## config.mk

```make
export PLATFORM = sky130hd
export DESIGN_NAME = burst_addr_seq
export DESIGN_NICKNAME = d
export VERILOG_FILES = /design/src/rtl/bas_pkg.sv /design/src/rtl/bas_order.sv /design/src/rtl/bas_ctrl.sv /design/src/rtl/burst_addr_seq.sv
export SDC_FILE = /design/constraint.sdc
export NUM_CORES = 1
export LEC_CHECK = 0
export BUFFER_PORTS_ARGS = -buffer_cell sky130_fd_sc_hd__buf_4
export CAP_MARGIN = 20
export CORE_MARGIN = 2
export CORE_UTILIZATION = 39
export CTS_BUF_LIST = sky130_fd_sc_hd__clkbuf_16
export CTS_CLUSTER_DIAMETER = 30
export CTS_CLUSTER_SIZE = 30
export DETAILED_ROUTE_END_ITERATION = 8
export PLACE_DENSITY = 0.7
export SETUP_SLACK_MARGIN = 0.02
export SYNTH_ARGS = -nofsm -noshare
export SYNTH_HDL_FRONTEND = slang
export SYNTH_SLANG_ARGS = --single-unit
```

## constraint.sdc

```tcl
create_clock -name clk -period 1.67 [get_ports clk]
set_input_delay 0.0835 -clock clk [delete_from_list [all_inputs] [get_ports clk]]
set_output_delay 0.0835 -clock clk [all_outputs]
set_load 0.005 [all_outputs]
```

## src/rtl/bas_pkg.sv

```systemverilog
package bas_pkg;
    localparam int BEAT_W = 2;
    typedef logic [BEAT_W-1:0] beat_t;
    typedef enum logic {
        ORD_LINEAR = 1'b0,
        ORD_XOR    = 1'b1
    } order_e;
endpackage

```

## src/rtl/bas_order.sv

```systemverilog
module bas_order
    import bas_pkg::*;
(
    input  beat_t start_i,
    input  beat_t beat_i,
    input  logic  xor_mode_i,
    output beat_t low_o
);
    beat_t linear_w;
    beat_t xored_w;

    always_comb begin
        linear_w = beat_t'(start_i + beat_i);
        xored_w  = start_i ^ beat_i;
        low_o    = (order_e'(xor_mode_i) == ORD_XOR) ? xored_w : linear_w;
    end
endmodule

```

## src/rtl/bas_ctrl.sv

```systemverilog
module bas_ctrl
    import bas_pkg::*;
#(
    parameter int HI_W = 18
) (
    input  logic            clk,
    input  logic            rst,
    input  logic            load_i,
    input  logic            advance_i,
    input  logic [HI_W-1:0] load_hi_i,
    input  beat_t           load_lo_i,
    output logic [HI_W-1:0] hi_o,
    output beat_t           start_o,
    output beat_t           beat_o
);
    typedef struct packed {
        logic [HI_W-1:0] hi;
        beat_t           start;
        beat_t           beat;
    } state_t;

    state_t st_d, st_q;

    always_comb begin
        st_d = st_q;
        if (load_i) begin
            st_d.hi    = load_hi_i;
            st_d.start = load_lo_i;
            st_d.beat  = '0;
        end else if (advance_i) begin
            st_d.beat = beat_t'(st_q.beat + beat_t'(1));
        end
    end

    always_ff @(posedge clk) begin
        if (rst) st_q <= '0;
        else     st_q <= st_d;
    end

    assign hi_o    = st_q.hi;
    assign start_o = st_q.start;
    assign beat_o  = st_q.beat;

    // a load always restarts the beat count
    assert_restart_R8: assert property (@(posedge clk) disable iff (rst)
        load_i |=> (beat_o == '0));
endmodule

```

## src/rtl/burst_addr_seq.sv

```systemverilog
module burst_addr_seq
    import bas_pkg::*;
#(
    parameter int ADDR_W = 20
) (
    input  logic              clk,
    input  logic              rst,
    input  logic              cpu_strobe,
    input  logic              ctl_strobe,
    input  logic              advance,
    input  logic              interleave_mode,
    input  logic [ADDR_W-1:0] load_addr,
    output logic [ADDR_W-1:0] addr_out
);
    localparam int HI_W = ADDR_W - BEAT_W;

    logic            load_w;
    logic [HI_W-1:0] hi_w;
    beat_t           start_w;
    beat_t           beat_w;
    beat_t           low_w;

    assign load_w = cpu_strobe | ctl_strobe;

    bas_ctrl #(.HI_W(HI_W)) u_ctrl (
        .clk       (clk),
        .rst       (rst),
        .load_i    (load_w),
        .advance_i (advance),
        .load_hi_i (load_addr[ADDR_W-1:BEAT_W]),
        .load_lo_i (load_addr[BEAT_W-1:0]),
        .hi_o      (hi_w),
        .start_o   (start_w),
        .beat_o    (beat_w)
    );

    bas_order u_order (
        .start_i    (start_w),
        .beat_i     (beat_w),
        .xor_mode_i (interleave_mode),
        .low_o      (low_w)
    );

    assign addr_out = {hi_w, low_w};

    // reset clears the address
    assert_reset_zero_R1: assert property (@(posedge clk)
        rst |=> (addr_out == '0));

    // either strobe captures the address
    assert_load_R2_R3: assert property (@(posedge clk) disable iff (rst)
        (cpu_strobe || ctl_strobe) |=> (addr_out == $past(load_addr)));

    // suspend holds the address while the order input is steady
    assert_hold_R7: assert property (@(posedge clk) disable iff (rst)
        (!cpu_strobe && !ctl_strobe && !advance)
            |=> (!$stable(interleave_mode) || $stable(addr_out)));

    // upper bits move only on a load
    assert_upper_R9: assert property (@(posedge clk) disable iff (rst)
        (!cpu_strobe && !ctl_strobe)
            |=> $stable(addr_out[ADDR_W-1:BEAT_W]));

    // linear order steps by one modulo four
    assert_linear_step_R4: assert property (@(posedge clk) disable iff (rst)
        (!cpu_strobe && !ctl_strobe && advance && !interleave_mode)
            |=> ($stable(interleave_mode) == 1'b0) ||
                (addr_out[BEAT_W-1:0] == beat_t'($past(addr_out[BEAT_W-1:0]) + beat_t'(1))));
endmodule

```

==> impl_metrics.tcl <==
set metrics [dict create \
    synthCells 102 \
    worstSetupStartpointType "flop" \
    viasPerCell 5.083 \
    synth.avg_cell_area_um2 9.200 \
    ys_seq_elements 22 \
    drtIter0Drc 3 \
    first_global_vias 784 \
    core_um2 2233 \
    grt_pass1_wl_um 3415 \
    period_needed_ns 1.297 \
    start_util_pct 42.02 \
    ir_worst_vdd_uv 742.8 \
    fin_crit_sh_pct 77.69 \
    die_w_um 53.05 \
    fillers 205 \
    maxCapViolCount 0 \
    cp_slowest_cell "dfxtp_1" \
    grt-ovfl-total 0 \
    worstMarginPinSlew_ns 0.2988 \
    first_pass_iters 3 \
    drive_above_1_share_pct 36.88 \
    final_hold_viol_count 0 \
    pin_count 46 \
    ys_types 16 \
    setup_tns_ns 0 \
    final_antenna_net_count 0 \
    grt_max_degree 42 \
    cts_resized 0 \
    hold_buffers 0 \
    antenna_found_initial 0 \
    hold_path.class "primary input to flop" \
    power_mw 1.407 \
    wire_per_inst_um 12.40 \
    relSlewSlack_pct 80.08 \
    power_density_nw_per_um2 1023 \
    ys.warnings.count 0 \
    gp_congestion 0.6576 \
    grt.total_usage_pct 16.59 \
    cts_root_buf "clkbuf_16" \
    die_y_um 53.05 \
    critPathTopFamily "flip-flops" \
    final_cell_mix "45 x buf_4, 22 x dfxtp_1, 20 x o21ai_0, 20 x a21oi_1, 19 x or3b_1" \
    cp.buffers_inverters 1 \
    clockBufferDepth 2 \
    n_antenna_cell 0 \
    worstSetupPathType "flop to primary output" \
    area_growth_pct 46.53 \
    cts_buffers 3 \
    tritoncts "built" \
    final_util_pct 61.57 \
    clk_pin_slew_ns 0.06 \
    setup_violations 0 \
    rsz0062_at_grt "no" \
    wl_um 2096 \
    cts_setup_buffers 0 \
    rows 17 \
    cts_max_level 1 \
    seq_area_um2 440.4 \
    dieArea_um2 2814 \
    multi_input_area_um2 456.7 \
    synth_area_um2 938.4 \
    fmax_mhz 770.8 \
    critPathMaxFanout 4 \
    port-buffer-count 45 \
    ys_seq_area_share_pct 46.93 \
    status "completed" \
    clock_latency_ns 0.25 \
    cp.required_ns 1.59 \
    synth_nets 129 \
    cp_cell_sequence "ha_1, nor2b_1, xnor2_1, buf_4" \
    hpwl_um 1421 \
    crit_arrival_ns 1.21 \
    crit_path_end_kind "primary output" \
    final_common_cell "buf_4" \
    drc 0 \
    slowest_delay_ns 0.38 \
    cts_sinks 22 \
    clock_skew_ns 0.003774 \
    power.leakage_nw 0.5649 \
    slew_viol_final 0 \
    nNetsFinal 169 \
    num_vias 859 \
]
## registers in the layout, summed over array words and instances (netlist names)
signal,cells
u_ctrl.start_o,2
u_ctrl.beat_o,2
u_ctrl.hi_o,18
## synth_stat cells
cell type	instances	share of area, %
xnor2_1	3	2.8
o21ai_0	20	11
a21bo_2	1	1.1
or3b_2	1	0.93
nand3b_1	1	0.80
buf_2	1	0.53
ha_1	1	1.3
a21oi_2	1	0.93
or3_1	1	0.67
or3b_1	19	18
nor2_1	1	0.40
a21oi_1	20	11
clkbuf_1	7	2.8
dfxtp_1	22	47
nor2b_1	1	0.67
clkbuf_2	2	1.1
## per-layer routing
metal | global-route usage (%) | vias up | share of wire [%]
li1 | - | 448 | -
met4 | 7.692 | 0 | 0.76
met2 | 28.75 | 15 | 49
met3 | 2.825 | 2 | 4.0
met5 | 0 | - | 0
met1 | 19.76 | 394 | 46
## where the power goes
group | internal, mW | switching (mW)
Clock | 0.476 | 0.189
Sequential | 0.556 | 0.0148
Combinational | 0.102 | 0.0695
Total | 1.13 | 0.274
## layout make-up
class / instances / area share (%)
flip-flops and latches: 22 / 32.03
clock buffers: 3 / 5.460
repair buffers: 45 / 24.57
multi-input cells: 70 / 33.21
well taps: 28 / 2.548
clock inverters: 1 / 2.184
## worst register-to-register path, cell delays in order (launching register included)
cell     delay, ns
dfxtp_1       0.32
or3b_2        0.43
a21oi_1       0.13
## cells by family after synthesis
group	synth area share [%]
AO/OA/AOI/OAI	23.33
AND/OR/NAND/NOR	21.20
flip-flops	46.93
buffers and inverters	4.400
XOR/XNOR	2.801
adder cells (fa/ha/maj)	1.333
## worst paths after layout
check | start | endpoint | slack (ns) | cells after the start
hold reg to reg | u_ctrl.beat_o[0] | u_ctrl.beat_o[1] | 0.55 | 2
setup / recovery | u_ctrl.beat_o[0] | addr_out[1] | 0.37 | 4
setup reg to reg | u_ctrl.hi_o[1] | u_ctrl.hi_o[1] | 0.72 | 2
hold / removal | load_addr[1] | u_ctrl.start_o[1] | 0.1 | 3
## stage by stage
step / cell area, um^2 / setup WS [ns] / hold slack [ns] / std cells
finish: 1375 / 0.3726 / 0.09979 / 169
global route: 1375 / 0.2830 / 0.1148 / 169
CTS: 1375 / 0.3536 / 0.1006 / 169
detailed placement: 1270 / 0.6223 / 0.3632 / 165
global placement: 1270 / 0.6961 / 0.3452 / 165
floorplan: 938.4 / 0.7453 / 0.2203 / 102
Power figures use the tool's default switching activity.
